===== src/rtl/sleep_ctl_pkg.sv =====
package sleep_ctl_pkg;
  typedef enum logic [1:0] {
    SRC_NONE = 2'b00,
    SRC_LINE = 2'b01,
    SRC_BIT  = 2'b10
  } sleep_src_e;
endpackage


===== src/rtl/line_edge_mon.sv =====
module line_edge_mon #(
  parameter int NUM_LINES = 2
) (
  input  logic                 clk,
  input  logic                 rst,
  input  logic [NUM_LINES-1:0] lines,
  output logic                 all_low,
  output logic                 any_rise
);
  logic [NUM_LINES-1:0] prev_q;
  logic [NUM_LINES-1:0] rise;

  // idle bus level is high, so reset previous level high to avoid a false edge
  for (genvar i = 0; i < NUM_LINES; i++) begin : g_line
    always_ff @(posedge clk) begin
      if (rst) prev_q[i] <= 1'b1;
      else     prev_q[i] <= lines[i];
    end
    assign rise[i] = lines[i] & ~prev_q[i];
  end

  assign all_low  = ~|lines;
  assign any_rise = |rise;


  rise_needs_low_chk: assert property (@(posedge clk) disable iff (rst)
    any_rise |-> (prev_q != {NUM_LINES{1'b1}}));
endmodule


===== src/rtl/idle_timer.sv =====
module idle_timer #(
  parameter int IDLE_TICKS = 125_000_000
) (
  input  logic clk,
  input  logic rst,
  input  logic run,
  output logic expire
);
  localparam int CNT_W = (IDLE_TICKS > 2) ? $clog2(IDLE_TICKS) : 1;
  localparam logic [CNT_W-1:0] LAST = CNT_W'(IDLE_TICKS - 1);

  logic [CNT_W-1:0] cnt_q;

  always_ff @(posedge clk) begin
    if (rst || !run)     cnt_q <= '0;
    else if (cnt_q != LAST) cnt_q <= cnt_q + 1'b1;
  end

  assign expire = run && (cnt_q == LAST);


  cnt_bound_chk: assert property (@(posedge clk) disable iff (rst)
    cnt_q <= LAST);

  cnt_restart_chk: assert property (@(posedge clk) disable iff (rst)
    !run |=> cnt_q == '0);
endmodule


===== src/rtl/sleep_fsm.sv =====
module sleep_fsm
  import sleep_ctl_pkg::*;
(
  input  logic       clk,
  input  logic       rst,
  input  logic       cfg_sleep,
  input  logic       idle_expire,
  input  logic       line_rise,
  output sleep_src_e state,
  output logic       halt
);
  sleep_src_e state_q, state_d;
  logic       halt_q;

  always_comb begin
    state_d = state_q;
    unique case (state_q)
      SRC_NONE: begin
        if (cfg_sleep)        state_d = SRC_BIT;
        else if (idle_expire) state_d = SRC_LINE;
      end
      SRC_LINE: begin
        if (cfg_sleep)      state_d = SRC_BIT;
        else if (line_rise) state_d = SRC_NONE;
      end
      SRC_BIT: begin
        if (!cfg_sleep) state_d = SRC_NONE;
      end
      default: state_d = SRC_NONE;
    endcase
  end

  always_ff @(posedge clk) begin
    if (rst) begin
      state_q <= SRC_NONE;
      halt_q  <= 1'b0;
    end else begin
      state_q <= state_d;
      halt_q  <= (state_d != SRC_NONE);
    end
  end

  assign state = state_q;
  assign halt  = halt_q;


  reset_awake_chk: assert property (@(posedge clk)
    rst |=> (state_q == SRC_NONE && !halt_q));

  line_entry_chk: assert property (@(posedge clk) disable iff (rst)
    (state_q == SRC_NONE && idle_expire && !cfg_sleep) |=> state_q == SRC_LINE);

  line_exit_chk: assert property (@(posedge clk) disable iff (rst)
    (state_q == SRC_LINE && line_rise && !cfg_sleep) |=> state_q == SRC_NONE);

  bit_entry_chk: assert property (@(posedge clk) disable iff (rst)
    cfg_sleep |=> state_q == SRC_BIT);

  bit_exit_chk: assert property (@(posedge clk) disable iff (rst)
    (state_q == SRC_BIT && !cfg_sleep) |=> state_q == SRC_NONE);
endmodule


===== src/rtl/bus_sleep_ctrl.sv =====
module bus_sleep_ctrl
  import sleep_ctl_pkg::*;
#(
  parameter int IDLE_TICKS = 125_000_000
) (
  input  logic       clk,
  input  logic       rst,
  input  logic       sda_in,
  input  logic       scl_in,
  input  logic       cfg_sleep,
  output logic       halt,
  output logic [1:0] sleep_src
);
  localparam int NUM_LINES = 2;

  logic       all_low, any_rise, idle_expire, awake;
  sleep_src_e state;

  line_edge_mon #(.NUM_LINES(NUM_LINES)) u_mon (
    .clk      (clk),
    .rst      (rst),
    .lines    ({scl_in, sda_in}),
    .all_low  (all_low),
    .any_rise (any_rise)
  );

  // count only while awake, so time spent asleep never contributes
  assign awake = (state == SRC_NONE);

  idle_timer #(.IDLE_TICKS(IDLE_TICKS)) u_timer (
    .clk    (clk),
    .rst    (rst),
    .run    (awake && all_low),
    .expire (idle_expire)
  );

  sleep_fsm u_fsm (
    .clk         (clk),
    .rst         (rst),
    .cfg_sleep   (cfg_sleep),
    .idle_expire (idle_expire),
    .line_rise   (any_rise),
    .state       (state),
    .halt        (halt)
  );

  assign sleep_src = state;


  halt_match_chk: assert property (@(posedge clk) disable iff (rst)
    halt == (sleep_src != 2'b00));

  bit_hold_chk: assert property (@(posedge clk) disable iff (rst)
    (sleep_src == 2'b10 && cfg_sleep) |=> sleep_src == 2'b10);
endmodule


===== config.mk =====
export PLATFORM = sky130hd
export DESIGN_NAME = bus_sleep_ctrl
export DESIGN_NICKNAME = d
export VERILOG_FILES = /design/src/rtl/sleep_ctl_pkg.sv /design/src/rtl/line_edge_mon.sv /design/src/rtl/idle_timer.sv /design/src/rtl/sleep_fsm.sv /design/src/rtl/bus_sleep_ctrl.sv
export SDC_FILE = /design/constraint.sdc
export NUM_CORES = 1
export LEC_CHECK = 0
export ABC_AREA = 1
export BUFFER_PORTS_ARGS = -buffer_cell sky130_fd_sc_hd__buf_2
export CORE_UTILIZATION = 60
export CTS_BUF_LIST = sky130_fd_sc_hd__clkbuf_2
export CTS_CLUSTER_DIAMETER = 150
export DETAILED_ROUTE_END_ITERATION = 10
export HOLD_SLACK_MARGIN = 0.08
export PLACE_DENSITY_LB_ADDON = 0.25
export SYNTH_ARGS = -nofsm -noshare
export SYNTH_HDL_FRONTEND = slang
export SYNTH_HIERARCHICAL = 1
export SYNTH_SLANG_ARGS = --single-unit

===== constraint.sdc =====
create_clock -name clk -period 2.25 [get_ports clk]
set_input_delay 0.225 -clock clk [delete_from_list [all_inputs] [get_ports clk]]
set_output_delay 0.225 -clock clk [all_outputs]
set_load 0.1 [all_outputs]

==> results of run 1 <==
-- per-layer routing --
metal | GRT usage (%) | up-vias | wire length (µm)
met4 | 9.408 | 0 | 61
met5 | 0 | - | 0
met3 | 6.682 | 7 | 212
met1 | 34.49 | 768 | 1760
met2 | 44.87 | 42 | 1867
li1 | - | 893 | -
-- final timing paths --
path / from / end / slack, ps / depth (start not counted)
setup / recovery: u_timer/cnt_q[0] / u_fsm/state[0] / 590 / 9
hold / removal: rst / u_mon/prev_q[0] / 100 / 2
setup reg to reg: u_timer/cnt_q[0] / u_fsm/state[0] / 590 / 9
hold reg to reg: u_timer/cnt_q[19] / u_timer/cnt_q[19] / 510 / 2
-- cells in the final DEF, fill, tap and decap left out, types with 7 or more instances in the layout --
master	netlist	routed
sky130_fd_sc_hd__dfxtp_1	32	32
sky130_fd_sc_hd__nor2_2	12	12
sky130_fd_sc_hd__inv_1	29	29
sky130_fd_sc_hd__nand2_1	82	82
sky130_fd_sc_hd__nand3_1	10	10
sky130_fd_sc_hd__buf_2	0	7
sky130_fd_sc_hd__a21oi_1	24	24
sky130_fd_sc_hd__o21ai_0	7	7
sky130_fd_sc_hd__nor2_1	39	39
-- logic make-up (layout without fill, tap and decap cells) --
| group | count (synthesis) | count (layout) | synth area share (%) |
|---|---|---|---|
| AO/OA/AOI/OAI | 32 | 32 | 9.001 |
| buffers and inverters | 32 | 47 | 6.751 |
| flip-flops | 32 | 32 | 36.01 |
| AND/OR/NAND/NOR | 172 | 172 | 45.08 |
| XOR/XNOR | 5 | 5 | 2.461 |
| adder cells (fa/ha/maj) | 1 | 1 | 0.7031 |
-- flip-flops by register name, summed over array words and instances, names as in the netlist --
register	cells
u_mon/prev_q	2
u_timer/cnt_q	27
u_fsm/state	2
u_fsm/halt	1
-- Yosys cell counts --
| cell | n |
|---|---|
| sky130_fd_sc_hd__nand2_1 | 82 |
| sky130_fd_sc_hd__nor2_1 | 39 |
| sky130_fd_sc_hd__dfxtp_1 | 32 |
| sky130_fd_sc_hd__inv_1 | 29 |
| sky130_fd_sc_hd__a21oi_1 | 24 |
| sky130_fd_sc_hd__nor2_2 | 12 |
| sky130_fd_sc_hd__nand3_1 | 10 |
| sky130_fd_sc_hd__o21ai_0 | 7 |
| sky130_fd_sc_hd__nand3b_1 | 6 |
| sky130_fd_sc_hd__nand4_1 | 6 |
| sky130_fd_sc_hd__nor2_4 | 5 |
| sky130_fd_sc_hd__nand2_2 | 4 |
| sky130_fd_sc_hd__xnor2_1 | 4 |
| sky130_fd_sc_hd__nor3_1 | 3 |
| sky130_fd_sc_hd__inv_2 | 2 |
| sky130_fd_sc_hd__nand3_2 | 2 |
| sky130_fd_sc_hd__or2_1 | 2 |
| sky130_fd_sc_hd__clkbuf_1 | 1 |
| sky130_fd_sc_hd__ha_1 | 1 |
| sky130_fd_sc_hd__nand2_4 | 1 |
| sky130_fd_sc_hd__o21ai_1 | 1 |
| sky130_fd_sc_hd__xor2_1 | 1 |
-- stage by stage --
step / std cells / setup WS, ps / hold slack (ps)
floorplan: 274 / 302.6 / 322.1
global placement: 311 / 781.1 / 434.6
detailed placement: 311 / 665.5 / 443.2
CTS: 320 / 612.8 / 87.54
global route: 320 / 423.4 / 104.4
finish: 320 / 590.2 / 99.93
-- power by group through the flow --
stage / Sequential, W / Combinational (W) / Clock, W
floorplan: 0.000600 / 0.0000153 / 0
global placement: 0.000586 / 0.0000388 / 0
detailed placement: 0.000586 / 0.0000395 / 0
CTS: 0.000574 / 0.0000422 / 0.000274
global route: 0.000575 / 0.0000464 / 0.000292
finish: 0.000574 / 0.0000423 / 0.000265
-- layout make-up --
type,instances,area [µm²],area share (%)
multi-input cells,210,1018,53.48
inverters,31,116.4,6.110
repair buffers,9,55.05,2.891
clock inverters,1,5.005,0.2628
clock buffers,6,30.03,1.577
flip-flops and latches,32,640.6,33.64
well taps,31,38.79,2.037
-- repair_timing --
action	CTS	global route
setup endpoints to repair	0	0
hold buffers	2	0
endpoints found under the hold margin	2	0
==> key figures, run 1 <==
Run status
  • Run status: finished, final reports clean

Die
  • Overall die area: ~3200 µm²
  • Die height: roughly 56 µm
  • Placement row count: 19
  • Initial standard-cell utilization of the core: around 64%
  • Die Wd: between 50 and 60 µm
  • Num ports: 8
  • Core area: ~2800 µm²

Pwr
  • Static power due to leakage: approximately 0.6 nW
  • Comb pwr share: around 4.8%
  • Power share of the sequential group: between 60% and 70%
  • Power density of the placed cells: around 460 nW/µm²
  • Internal cell power: 0.0006578 W
  • Clock power frac: a little under a third
  • Total power of the final layout: approximately 0.00088 W
  • Maximum vdd ir drop: ~0.55 mV
  • NetSw: approximately 0.00022 W
  • Switching part of the total: between 20 and 30%

Global route
  • Global-route wire length before repair: ~6700 µm
  • Antenna violations before repair: 0
  • All-Layer GR Usage: a little over a quarter
  • Leftover overflow at the end of global routing: 0
  • Largest net degree at the start of global routing: 19
  • Number of global-route vias before repair: 1543

Run
  • Max-cap violations: 0

Setup path
  • Max Fanout on Critical Path: 4
  • Cell chain of the critical path: ha_1, nand3_2, nor3_1, nand4_1, nor2_1, nand2_1, nand2_1, nand2_1, inv_1
  • Data required time at the worst endpoint: 2570 ps
  • Path type of the worst setup path: flop to flop
  • Crit path buf inv count: 1
  • Highest-delay cell along the critical path: sky130_fd_sc_hd__dfxtp_1
  • Critical path's largest stage delay: between 400 and 500 ps
  • Signal arrival time at the worst endpoint: 1980 ps
  • Gate family responsible for the most delay along the worst path: simple AND/OR/NAND/NOR gates
  • Dominant cell type by count on the critical path: sky130_fd_sc_hd__nand2_1
  • Worst setup EP type: flop
  • Crit start category: flop

Clock tree
  • Total CTS buffers: 5
  • TritonCTS clock tree: yes
  • Setup Fix Bufs, Post-CTS: 0
  • Htree depth: 2
  • Clock slew seen by the registers of the worst setup and hold paths: roughly 160 ps
  • Number of sinks driven by the clock tree: 32
  • Maximum root-to-sink buffer count: 2
  • Cell chosen for the clock root: sky130_fd_sc_hd__clkbuf_2
  • Clock insertion delay at the later pin of the skew report: 360 ps
  • Resized Gates After CTS: 0

Synth
  • Gate count after technology mapping: about 270
  • Warning count from the yosys run: 6
  • Leading cell types by total area after synthesis: sky130_fd_sc_hd__dfxtp_1, sky130_fd_sc_hd__nand2_1, sky130_fd_sc_hd__nor2_1
  • Post-synth net total: 280
  • Register area share after synthesis: a little over a third
  • Leading area contributor after synthesis: sky130_fd_sc_hd__dfxtp_1
  • Seq cells post-synth: 32
  • Area of the mapped netlist: 1779 µm²
  • Average cell area after synthesis: 6.493 µm²
  • Area share of the largest cell type after synthesis: ~36%
  • Number of different library cells in the post-synthesis netlist: 22

Detailed routing
  • Total detailed-routing wirelength: 3901 µm
  • Initial drt markers: 111
  • Number of antenna-violating nets in the routed design: 0
  • Drc violations: 0
  • DR pass1 iterations: 4
  • Via density: 5.344
  • Detail-routed net length per standard cell: 12.19 µm
  • Count of vias placed by the detailed router: 1710

STA
  • Worst Max-Slew Pin Slew: 484.5 ps
  • Count of pins over their slew limit: 0
  • Unrepaired setup endpoints after global routing: no
  • Count of endpoints failing setup in the final report: 0
  • Summed negative setup slack over all endpoints: 0 ps
  • Final number of hold-violating endpoints: 0
  • Achievable clock frequency: 602.5 MHz
  • Part of the cycle the worst path needs: 73.77%
  • Slew Limit Headroom: between 60% and 70%
  • Post-Route Skew: 4.891 ps
  • Min Tclk post-route: 1660 ps

Layout
  • Area Overhead vs Synth: 7.033%
  • Summed area of non-filler cells in the final layout: 1904 µm²
  • Filler cells: around 260
  • Util after Layout: between 60% and 70%
  • Layout net count: a little under 300
  • Fraction of final layout cells with drive strength greater than 1: between 10 and 15%
  • Count of antenna diodes in the layout: 0

Placement
  • Post-detailed-placement cell area: roughly 1800 µm²
  • GP Congestion: between 0.9 and 1
  • Total half-perimeter wirelength after legalization and detailed placement: about 3000 µm
  • Number of buffers inserted by port buffering: 7

Hold path
  • Worst hold-check path type: primary input to flop
Power figures use the tool's default switching activity.
==> run 2: changes to the inputs <==
CORE_UTILIZATION = 57   (was 60)
clock period = 1.5 ns   (was 2.25 ns; I/O delays follow)
==> key figures, run 2 (synthesized netlist as in run 1, its figures left out) <==
Die
  • Core area: 2853 µm² (+2.6%)
  • Initial standard-cell utilization of the core: 62.37% (-1.6 points)
  • Die height: 57.87 µm (+2.5%)
  • Die Wd: 57.87 µm (+2.5%)
  • Num ports: 8 (unchanged)
  • Placement row count: 19 (unchanged)
  • Overall die area: 3349 µm² (+5.1%)

Clock tree
  • Cell chosen for the clock root: sky130_fd_sc_hd__clkbuf_2
  • TritonCTS clock tree: yes
  • Htree depth: 2 (unchanged)
  • Maximum root-to-sink buffer count: 2 (unchanged)
  • Clock insertion delay at the later pin of the skew report: 390 ps (+30 ps)
  • Number of sinks driven by the clock tree: 32 (unchanged)
  • Total CTS buffers: 5 (unchanged)
  • Clock slew seen by the registers of the worst setup and hold paths: 170 ps (about the same)

Placement
  • Number of buffers inserted by port buffering: 7 (unchanged)
  • Total half-perimeter wirelength after legalization and detailed placement: 3034 µm (+1.3%)
  • GP Congestion: 0.9140 (-5.3%)

Detailed routing
  • DR pass1 iterations: 5 (+1)
  • Via density: 5.382 (+0.72%)
  • Drc violations: 0 (unchanged)
  • Total detailed-routing wirelength: 4234 µm (+8.5%)
  • Count of vias placed by the detailed router: 1803 (+5.4%)
  • Initial drt markers: 88 (-21%)
  • Number of antenna-violating nets in the routed design: 0 (unchanged)
  • Detail-routed net length per standard cell: 12.64 µm (+3.7%)

Setup path
  • Dominant cell type by count on the critical path: sky130_fd_sc_hd__nand2_1
  • Path type of the worst setup path: flop to flop
  • Crit path buf inv count: 0 (-1)
  • Number of cells on the worst reg-to-reg path: 8 (-1)
  • Data required time at the worst endpoint: 1850 ps (-720 ps)
  • Crit start category: flop
  • Critical path's largest stage delay: 440 ps (+30 ps)
  • Flop-to-flop setup slack: 130 ps (-460 ps)
  • Max Fanout on Critical Path: 5 (+1)
  • Gate family responsible for the most delay along the worst path: simple AND/OR/NAND/NOR gates
  • Signal arrival time at the worst endpoint: 1720 ps (-260 ps)
  • Cell chain of the critical path: nand2_1, nor3_1, nand4_1, nor2_1, nand2_1, nand2_1, nand2_1, nand2_1
  • Reg2reg start: u_timer/cnt_q[11]
  • Worst setup EP type: flop
  • Highest-delay cell along the critical path: sky130_fd_sc_hd__dfxtp_1
  • End of the worst register-to-register path: u_fsm/halt

STA
  • Worst Max-Slew Pin Slew: 485.3 ps (+0.8742 ps)
  • Final number of hold-violating endpoints: 0 (unchanged)
  • Slew Limit Headroom: 67.87% (about the same)
  • Count of pins over their slew limit: 0 (unchanged)
  • Part of the cycle the worst path needs: 91.58% (+18 points)
  • Count of endpoints failing setup in the final report: 0 (unchanged)
  • Min Tclk post-route: 1374 ps (-286.0 ps)
  • Achievable clock frequency: 728.0 MHz (+21%)
  • Post-Route Skew: 14.96 ps (+10.06 ps)

Hold path
  • Min-Delay Startpoint: cfg_sleep
  • Min-Delay Endpoint: u_fsm/state[1]
  • Worst hold-check path type: primary input to flop
  • Hold Crit Depth: 5 (+3)

Global route
  • Largest net degree at the start of global routing: 19 (unchanged)
  • Leftover overflow at the end of global routing: 0 (unchanged)
  • Antenna violations before repair: 0 (unchanged)
  • All-Layer GR Usage: 27.67% (+0.45 points)
  • Number of global-route vias before repair: 1632 (+5.8%)
  • Global-route wire length before repair: 6948 µm (+3.7%)

Pwr
  • Power density of the placed cells: 729.7 nW/µm² (+58%)
  • Static power due to leakage: 0.6753 nW (+14%)
  • Maximum vdd ir drop: 0.6243 mV (+13%)
  • Total power of the final layout: 0.001525 W (+73%)

Run
  • Max-cap violations: 0 (unchanged)

Layout
  • Layout net count: 309 (+4.7%)
  • Util after Layout: 73.25% (+4.8 points)
  • Fraction of final layout cells with drive strength greater than 1: 20.07% (+6.2 points)
  • Count of antenna diodes in the layout: 0 (unchanged)
  • Max FFs per register: 27 (unchanged)
  • Most flops, register: u_timer/cnt_q
  • Area Overhead vs Synth: 17.44%
  • Most frequent cells in the layout: sky130_fd_sc_hd__nand2_1, sky130_fd_sc_hd__nor2_1, sky130_fd_sc_hd__inv_1
  • Leading cell type in the layout, fill and taps excluded: sky130_fd_sc_hd__nand2_1

Run status
  • Run status: finished, final reports clean
## run 2: changes by cell type in the layout (fill, tap and decap cells not counted), sizes merged
cell	change
dlygate4sd3	+4
buf	+10
bufinv	+1
## run 2: stage by stage
step,hold slack (ps),std cells,area [µm²],TNS [ps],setup WS (ps)
after floorplan,247.1,274,1784,0,27.79
after global placement,360.4,320,1922,0,107.6
after detailed placement,363.1,320,1922,0,18.73
after CTS,88.35,334,2052,0,40.62
after global routing,104.1,335,2090,-0.6053,-0.6053
final,91.22,335,2090,0,126.3
## run 2: timing repair
item                                   4_1_cts  5_1_grt
pin swaps                                    0        2
endpoints found under the hold margin        4        0
setup endpoints to repair                    2       15
hold buffers                                 6        0
gates resized for setup                      1       10
setup buffers                                0        1
## run 2: layout make-up
type	instances	area (µm²)
Clock inverter	2	35.03
Clock buffer	6	30.03
Timing Repair Buffer	23	170.2
Multi-Input combinational cell	210	1047
Fill cell	235	763.2
Inverter	31	116.4
Sequential cell	32	651.9
Tap cell	31	38.79
## run 2: routing by layer
layer | share of wire (%) | global-route usage, %
met2 | 48 | 45.32
met1 | 42 | 33.43
met5 | 0 | 0
met3 | 7.2 | 8.482
met4 | 2.6 | 12.24
## run 2: tightest hold or removal path, stage by stage
cell,delay [ps]
sky130_fd_sc_hd__buf_2,100
sky130_fd_sc_hd__inv_1,60
sky130_fd_sc_hd__nor2_1,40
sky130_fd_sc_hd__nand2_1,80
sky130_fd_sc_hd__inv_1,40
## run 2: how the worst max path moves through the flow
stage,startpoint,endpoint,depth (start not counted)
detailed placement,u_timer/cnt_q[1],u_fsm/halt,9
CTS,u_timer/cnt_q[1],u_timer/cnt_q[14],6
finish,u_timer/cnt_q[11],u_fsm/halt,8
global placement,u_timer/cnt_q[1],u_timer/cnt_q[14],6
global route,u_timer/cnt_q[1],u_fsm/halt,9
floorplan,u_fsm/state[1],u_timer/cnt_q[13],6
## run 2: report_power, final
part | switching (W) | leakage, nW | internal, W | total [W]
clock | 0.000301 | 0.0430 | 0.000287 | 0.000588
sequential | 0.00000325 | 0.263 | 0.000856 | 0.000859
combinational | 0.0000500 | 0.370 | 0.0000273 | 0.0000773
